[config.mk]
export PLATFORM = sky130hd
export DESIGN_NAME = clkburst_gen
export DESIGN_NICKNAME = d
export VERILOG_FILES = /design/src/rtl/clkburst_pkg.sv /design/src/rtl/clkburst_regif.sv /design/src/rtl/clkburst_phase_timer.sv /design/src/rtl/clkburst_seq.sv /design/src/rtl/clkburst_gen.sv
export SDC_FILE = /design/constraint.sdc
export NUM_CORES = 1
export LEC_CHECK = 0
export CELL_PAD_IN_SITES_DETAIL_PLACEMENT = 0
export CELL_PAD_IN_SITES_GLOBAL_PLACEMENT = 2
export CORE_MARGIN = 2
export CORE_UTILIZATION = 34
export CTS_CLUSTER_DIAMETER = 150
export DETAILED_ROUTE_END_ITERATION = 12
export DONT_BUFFER_PORTS = 1
export HOLD_SLACK_MARGIN = 0.15
export PLACE_DENSITY_LB_ADDON = 0.1
export SKIP_CTS_REPAIR_TIMING = 1
export SYNTH_ARGS = -nofsm -noshare
export SYNTH_HDL_FRONTEND = slang
export SYNTH_SLANG_ARGS = --single-unit
[constraint.sdc]
create_clock -name clk -period 3.5 [get_ports clk]
set_clock_uncertainty 0.1 [all_clocks]
set_input_delay 0.175 -clock clk [delete_from_list [all_inputs] [get_ports clk]]
set_output_delay 0.175 -clock clk [all_outputs]
set_load 0.1 [all_outputs]
[src/rtl/clkburst_pkg.sv]
package clkburst_pkg;

    localparam int REG_W  = 32;
    localparam int ADDR_W = 8;

    localparam logic [ADDR_W-1:0] ADDR_COUNT  = 8'h08;
    localparam logic [ADDR_W-1:0] ADDR_STATUS = 8'h0C;

    typedef enum logic [1:0] {
        PH_IDLE = 2'd0,
        PH_HIGH = 2'd1,
        PH_LOW  = 2'd2
    } phase_e;

    typedef struct packed {
        logic             start;
        logic [REG_W-1:0] len;
        logic             clr_done;
    } burst_cmd_t;

    function automatic logic addr_hit(input logic [ADDR_W-1:0] a,
                                      input logic [ADDR_W-1:0] ofs);
        return a == ofs;
    endfunction

endpackage

[src/rtl/clkburst_regif.sv]
module clkburst_regif
    import clkburst_pkg::*;
(
    input  logic              reg_wr,
    input  logic [ADDR_W-1:0] reg_addr,
    input  logic [REG_W-1:0]  reg_wdata,
    input  logic              busy,
    input  logic [REG_W-1:0]  remaining,
    input  logic              done,
    output burst_cmd_t        cmd,
    output logic [REG_W-1:0]  reg_rdata
);

    always_comb begin
        cmd.start    = reg_wr && addr_hit(reg_addr, ADDR_COUNT) && !busy;
        cmd.len      = reg_wdata;
        cmd.clr_done = reg_wr && addr_hit(reg_addr, ADDR_STATUS) && reg_wdata[0];
    end

    always_comb begin
        if (addr_hit(reg_addr, ADDR_COUNT))
            reg_rdata = remaining;
        else if (addr_hit(reg_addr, ADDR_STATUS))
            reg_rdata = {{(REG_W-1){1'b0}}, done};
        else
            reg_rdata = '0;
    end

endmodule

[src/rtl/clkburst_phase_timer.sv]
module clkburst_phase_timer #(
    parameter int PHASE_LEN = 2
) (
    input  logic clk,
    input  logic rst,
    input  logic run,
    output logic phase_end
);

    localparam int TMR_W = (PHASE_LEN > 1) ? $clog2(PHASE_LEN) : 1;
    localparam logic [TMR_W-1:0] TMR_LAST = TMR_W'(PHASE_LEN - 1);

    logic [TMR_W-1:0] tmr_q;

    assign phase_end = run && (tmr_q == TMR_LAST);

    always_ff @(posedge clk) begin
        if (rst || phase_end || !run)
            tmr_q <= '0;
        else
            tmr_q <= tmr_q + 1'b1;
    end

endmodule

[src/rtl/clkburst_seq.sv]
module clkburst_seq
    import clkburst_pkg::*;
(
    input  logic             clk,
    input  logic             rst,
    input  burst_cmd_t       cmd,
    input  logic             phase_end,
    output logic             busy,
    output logic             dclk,
    output logic             done,
    output logic [REG_W-1:0] remaining
);

    phase_e           state_q;
    logic [REG_W-1:0] rem_q;
    logic             dclk_q;
    logic             done_q;
    logic             set_done;
    logic             last_pulse;

    assign last_pulse = (rem_q == REG_W'(1));

    always_comb begin
        set_done = 1'b0;
        if (state_q == PH_IDLE && cmd.start && cmd.len == '0)
            set_done = 1'b1;
        else if (state_q == PH_LOW && phase_end && last_pulse)
            set_done = 1'b1;
    end

    always_ff @(posedge clk) begin
        if (rst) begin
            state_q <= PH_IDLE;
            rem_q   <= '0;
            dclk_q  <= 1'b0;
        end else begin
            unique case (state_q)
                PH_IDLE: begin
                    if (cmd.start && cmd.len != '0) begin
                        state_q <= PH_HIGH;
                        rem_q   <= cmd.len;
                        dclk_q  <= 1'b1;
                    end
                end
                PH_HIGH: begin
                    if (phase_end) begin
                        state_q <= PH_LOW;
                        dclk_q  <= 1'b0;
                    end
                end
                PH_LOW: begin
                    if (phase_end) begin
                        rem_q <= rem_q - 1'b1;
                        if (last_pulse) begin
                            state_q <= PH_IDLE;
                        end else begin
                            state_q <= PH_HIGH;
                            dclk_q  <= 1'b1;
                        end
                    end
                end
                default: begin
                    state_q <= PH_IDLE;
                    dclk_q  <= 1'b0;
                end
            endcase
        end
    end

    always_ff @(posedge clk) begin
        if (rst)
            done_q <= 1'b0;
        else if (set_done)
            done_q <= 1'b1;
        else if (cmd.clr_done)
            done_q <= 1'b0;
    end

    assign busy      = (state_q != PH_IDLE);
    assign dclk      = dclk_q;
    assign done      = done_q;
    assign remaining = rem_q;

endmodule

[src/rtl/clkburst_gen.sv]
module clkburst_gen
    import clkburst_pkg::*;
#(
    parameter int PHASE_LEN = 2
) (
    input  logic              clk,
    input  logic              rst,
    input  logic              reg_wr,
    input  logic [ADDR_W-1:0] reg_addr,
    input  logic [REG_W-1:0]  reg_wdata,
    output logic [REG_W-1:0]  reg_rdata,
    output logic              dclk
);

    burst_cmd_t       cmd;
    logic             busy;
    logic             done;
    logic             phase_end;
    logic [REG_W-1:0] remaining;

    clkburst_regif u_regif (
        .reg_wr    (reg_wr),
        .reg_addr  (reg_addr),
        .reg_wdata (reg_wdata),
        .busy      (busy),
        .remaining (remaining),
        .done      (done),
        .cmd       (cmd),
        .reg_rdata (reg_rdata)
    );

    clkburst_phase_timer #(.PHASE_LEN(PHASE_LEN)) u_timer (
        .clk       (clk),
        .rst       (rst),
        .run       (busy),
        .phase_end (phase_end)
    );

    clkburst_seq u_seq (
        .clk       (clk),
        .rst       (rst),
        .cmd       (cmd),
        .phase_end (phase_end),
        .busy      (busy),
        .dclk      (dclk),
        .done      (done),
        .remaining (remaining)
    );

endmodule

Word level (Yosys, flattened, before mapping). Index checks and enable logic that the tools add are counted.

Output and inout port bits: 33. Bits in latches: 0. Memories kept: 0. Bits in read-only memories: 0. Bits in writable memories: 0. Flip-flop bits (word level): 37.

Multiply operators: 0. Bitwise operators: 0. Reduce and logical (&&, ||, !) cells: 22. Equality and inequality tests: 9. Order comparisons: 0. Multiplexer cells: 19. Shifts and indexed selects: 0. Divide/modulo/power cells: 0. $add $sub $neg: 2.

Operator list (count): 2-to-1 mux 32 bit (3); one-hot mux 32 bit (2 select lines) (1); equality test 32 x 1 -> 1 bit (second input constant) (1); logical NOT 32 bit (1); nonzero test 32 bit (1); subtractor 32 x 1 -> 32 bit (second input constant) (1); equality test 8 x 4 -> 1 bit (second input constant) (2); logical AND 1 bit (10); 2-to-1 mux 1 bit (10); 2-to-1 mux 2 bit (3); one-hot mux 2 bit (3 select lines) (1); AND reduction 3 bit (2); nonzero test 2 bit (3); inequality test 2 x 1 -> 1 bit (second input constant) (2); inequality test 2 bit (second input constant) (2); AND reduction 4 bit (1); one-hot mux 1 bit (3 select lines) (1); equality test 2 x 1 -> 1 bit (second input constant) (1); equality test 2 bit (second input constant) (1); logical NOT 2 bit (1); logical OR 1 bit (2); adder 1 bit (second input constant) (1); logical NOT 1 bit (1).

Longest topological paths before layout.
Depth in word-level cells: 7. Gate-level depth with buffers: 9.

Cells and area by module. From an unflattened synthesis, not the netlist that was laid out.

Cell total of the unflattened synthesis: 466. Area total of the unflattened synthesis: 3567.2 um2.

Modules (own cells, without submodules): clkburst_seq (instances 1, cells an instance 353, area each 2692.6 um2, sequential area each 720.7 um2); clkburst_regif (instances 1, cells an instance 110, area each 834.6 um2, sequential area each 0.0 um2); clkburst_phase_timer (instances 1, cells an instance 3, area each 40.0 um2, sequential area each 20.0 um2).

Least setup slack after synthesis. OpenSTA, ideal clock, no wires.

Kind: input to output. Start: input port reg_addr[5]. End: output port reg_rdata[10]. Arrival: 2.751 ns. Path slack: 0.474 ns. Stages on the path: 3. Data required time: 3.225 ns. Path buffers: 0. Path through: nor4_1 nand3_1 nor3_1.

Cells in the longest elaborated chain, start to end: 2.

Ends and longest elaborated chain: start: declaration (line clkburst_gen.sv:9) `input logic [ADDR_W-1:0] reg_addr,`; equality test 8 x 4 -> 1 bit (line clkburst_pkg.sv:23) `return a == ofs;`; 2-to-1 mux 32 bit (line clkburst_regif.sv:21) `if (addr_hit(reg_addr, ADDR_COUNT))`; end: declaration (line clkburst_gen.sv:11) `output logic [REG_W-1:0] reg_rdata,`.

No other way between the ends.

Worst setup path in the final report.
Start: register u_seq.rem_q[0] (netlist: u_seq.remaining[0]). End: register u_seq.rem_q[19] (netlist: u_seq.remaining[19]).

Cells in the longest elaborated chain, start to end: 3.

Ends and longest elaborated chain: start: declaration (line clkburst_seq.sv:15) `logic [REG_W-1:0] rem_q;`; start signal: assignment (line clkburst_seq.sv:41) `rem_q <= cmd.len;`; start signal: assignment (line clkburst_seq.sv:53) `rem_q <= rem_q - 1'b1;`; subtractor 32 x 1 -> 32 bit (line clkburst_seq.sv:53); 2-to-1 mux 32 bit (line clkburst_seq.sv:52) `if (phase_end) begin`; one-hot mux 32 bit (2 select lines) (line clkburst_seq.sv:37) `unique case (state_q)`.

No other way between the ends. The select of a mux whose other input is x is not followed. A chain may end at the register's enable or synchronous reset.

==> impl_metrics.env <==
export IMPL_slew_headroom_pct=36.1
export IMPL_final_max_slew_violation_count=0
export IMPL_num_vias=3090
export IMPL_cp_start_kind="flip-flop"
export IMPL_ys_seq_elements=37
export IMPL_cts_max_path_buffers=2
export IMPL_gr_usage_all_layers_pct=22.1
export IMPL_buffer_ports_inserted=0
export IMPL_run_status="finished clean"
export IMPL_synth_edff_count=0
export IMPL_synth_avg_cell_area_um2=6.81
export IMPL_asyncSetResetFlopFracSynth_pct=0
export IMPL_syn_cell_area_mm2=0.00267
export IMPL_number_of_global_route_vias_before_repair=2907
export IMPL_critical_path_max_fanout=5
export IMPL_finish_utilization_pct=46.2
export IMPL_gp_congestion=0.814
export IMPL_grt_start_max_net_pins=43
export IMPL_dp_cells=506
export IMPL_critical_path_slowest_cell="or4_4"
export IMPL_syn_num_nets=437
export IMPL_cpPeakStageDelay_ps=590
export IMPL_whs_path_depth=3
export IMPL_p_int_mw=0.603
export IMPL_netlist_cell_type_count=54
export IMPL_design_final_nets=491
export IMPL_boundaryPins=76
export IMPL_clockPowerShare_pct=38.0
export IMPL_antenna_violations_before_repair=0
export IMPL_final_setup_tns_ps=0
export IMPL_clk_latency_ps=290
export IMPL_synth_most_common_cell="nand2_1"
export IMPL_synth_cells=392
export IMPL_worstPathCellList="or4_4, or4b_4, or2_4, o21a_1, o21ai_0, a21oi_1, dlygate4sd3_1"
export IMPL_yosys_top_cells_area="dfxtp_1 28%, a21oi_1 7.1%, and2_1 6.8%"
export IMPL_final_hold_violations=0
export IMPL_power_switching_fraction_pct=24.4
export IMPL_number_of_levels_the_h_tree_was_split_into=2
export IMPL_setup_repair_after_global_routing_missed_its_margin="no"
export IMPL_vdd_ir_drop_worst_mv=0.152
export IMPL_seqPwrFrac_pct=52.9
export IMPL_clkSlewWorstSetupHoldPaths_ps=80
export IMPL_numCtsBuffers=5
export IMPL_arrival_ps=3080
export IMPL_wire_length_of_the_first_global_routing_pass_um=15100
export IMPL_post_synth_most_frequent_cells="47 x nand2_1, 38 x a21oi_1, 37 x dfxtp_1"
export IMPL_cp_required_ps=3580
export IMPL_first_pass_iters=4
export IMPL_clock_sink_count=37
export IMPL_p_sw_mw=0.195
export IMPL_hp_class="in2reg"
export IMPL_pre_cts_slack_ps=888
export IMPL_floorplan_initialDensity_pct=34.7
export IMPL_detail_route_wl_per_cell_um=17.3
export IMPL_power_per_cell_area_mw_per_mm2=224
export IMPL_antenna_violating_nets_post_route=0
export IMPL_core_area_mm2=0.00769
export IMPL_vias_per_cell=5.63
export IMPL_non_filler_cells_final=549
export IMPL_cts_tree="built"
export IMPL_yosys_warnings=0
export IMPL_power_combinational_fraction_pct=9.1
export IMPL_antenna_cells=0
export IMPL_design_die_area_mm2=0.00858
export IMPL_post_layout_total_power_mw=0.797
export IMPL_worstSetupPathType="reg2reg"
export IMPL_synth_seq_area_share_pct=27.7
export IMPL_clock_tree_root_cell="clkbuf_8"
export IMPL_timing_final_setup_violations=0
export IMPL_critical_path_endpoint_type="flip-flop"
export IMPL_globalRouteOverflowTotal=0
export IMPL_place_detailed_hpwl_um=6610
export IMPL_p_leak_nw=1.35
export IMPL_layout_setup_ws_ps=503
export IMPL_drt_iter0_markers=128
export IMPL_drt_drc_violations_left=0
export IMPL_wirelength_routed_um=9520
export IMPL_synth_largest_type_area_fraction_pct=27.7
export IMPL_yosys_most_used_dff="dfxtp_1"
export IMPL_synthToLayoutAreaGrowth_pct=33.0
export IMPL_cap_viol_max_count=0
export IMPL_worst_pin_slew_ps=958
export IMPL_die_w_um=92.6
export IMPL_layout_worst_path_cycle_share_pct=85.6
export IMPL_reg2reg_depth=7
export IMPL_post_route_min_period_ps=3000
export IMPL_synth_largest_area_cell="dfxtp_1"
export IMPL_die_h_um=92.6
export IMPL_total_number_of_placement_rows=32
export IMPL_fmaxAchievable_mhz=334
export IMPL_post_route_cells_drive_above_1_share_pct=14.1
registers in the layout, indices dropped and copies added, names as in the netlist:
name             count
u_seq.state_q        2
u_seq.done           1
u_timer.tmr_q        1
u_seq.dclk           1
u_seq.remaining     32
per-layer routing:
layer | GRT usage (%) | vias up | routed length, um
li1 | - | 1539 | -
met1 | 30.2 | 1454 | 4450
met2 | 36.4 | 89 | 4470
met3 | 4.48 | 8 | 535
met4 | 4.41 | 0 | 74
met5 | 0 | - | 0
cell type report:
class / instances / area (um2)
well taps: 102 / 128
fillers: 845 / 4130
clock buffers: 8 / 80.1
flip-flops and latches: 37 / 741
multi-input cells: 318 / 1820
repair buffers: 76 / 756
inverters: 8 / 30.0
cell usage in the layout, fill, tap and decap left out, drive strengths merged, types with 8 or more instances in the layout:
cell type / n
clkbuf: 10
dlygate4sd3: 34
nor3: 23
nor2: 32
nand3: 10
buf: 40
a21oi: 39
o21ai: 38
dfxtp: 37
inv: 8
and2: 29
nand2: 47
nor4: 17
a211oi: 8
metrics by stage:
step	hold slack (ps)	area (um2)
2_1_floorplan	254	2670
3_3_place_gp	150	3110
3_5_place_dp	151	3110
4_1_cts	-162	3190
5_1_grt	182	3550
6_report	136	3550
cell families after synthesis:
family	Yosys count	share of synthesized area, %
simple gates	198	39.8
compound gates	117	25.9
buf+inv	37	5.25
flops	37	27.7
fa+ha+maj	2	0.937
mux	1	0.375
power by group through the flow:
stage	Sequential, mW	Clock, mW	Combinational [mW]
2_1_floorplan	0.432	0	0.0331
3_5_place_dp	0.432	0	0.0331
6_report	0.422	0.303	0.0723
3_3_place_gp	0.432	0	0.0336
5_1_grt	0.422	0.327	0.0795
4_1_cts	0.422	0.306	0.0332
path summary, 6_finish.rpt:
check	from	to	slack, ps
setup / recovery	u_seq.remaining[0]$_SDFFE_PP0P_	u_seq.remaining[19]$_SDFFE_PP0P_	500
hold / removal	reg_wdata[23]	u_seq.remaining[23]$_SDFFE_PP0P_	140
setup reg to reg	u_seq.remaining[0]$_SDFFE_PP0P_	u_seq.remaining[19]$_SDFFE_PP0P_	500
hold reg to reg	u_seq.remaining[27]$_SDFFE_PP0P_	u_seq.remaining[27]$_SDFFE_PP0P_	410
worst max-delay path, delay by kind of cell (launching register included):
family | cells | cell delay (ps)
DFF | 1 | 360
AOI/OAI and AO/OA | 3 | 410
and+or+nand+nor | 3 | 1480
buffers and inverters | 1 | 560
No activity file was read; power rests on OpenSTA's default activity.
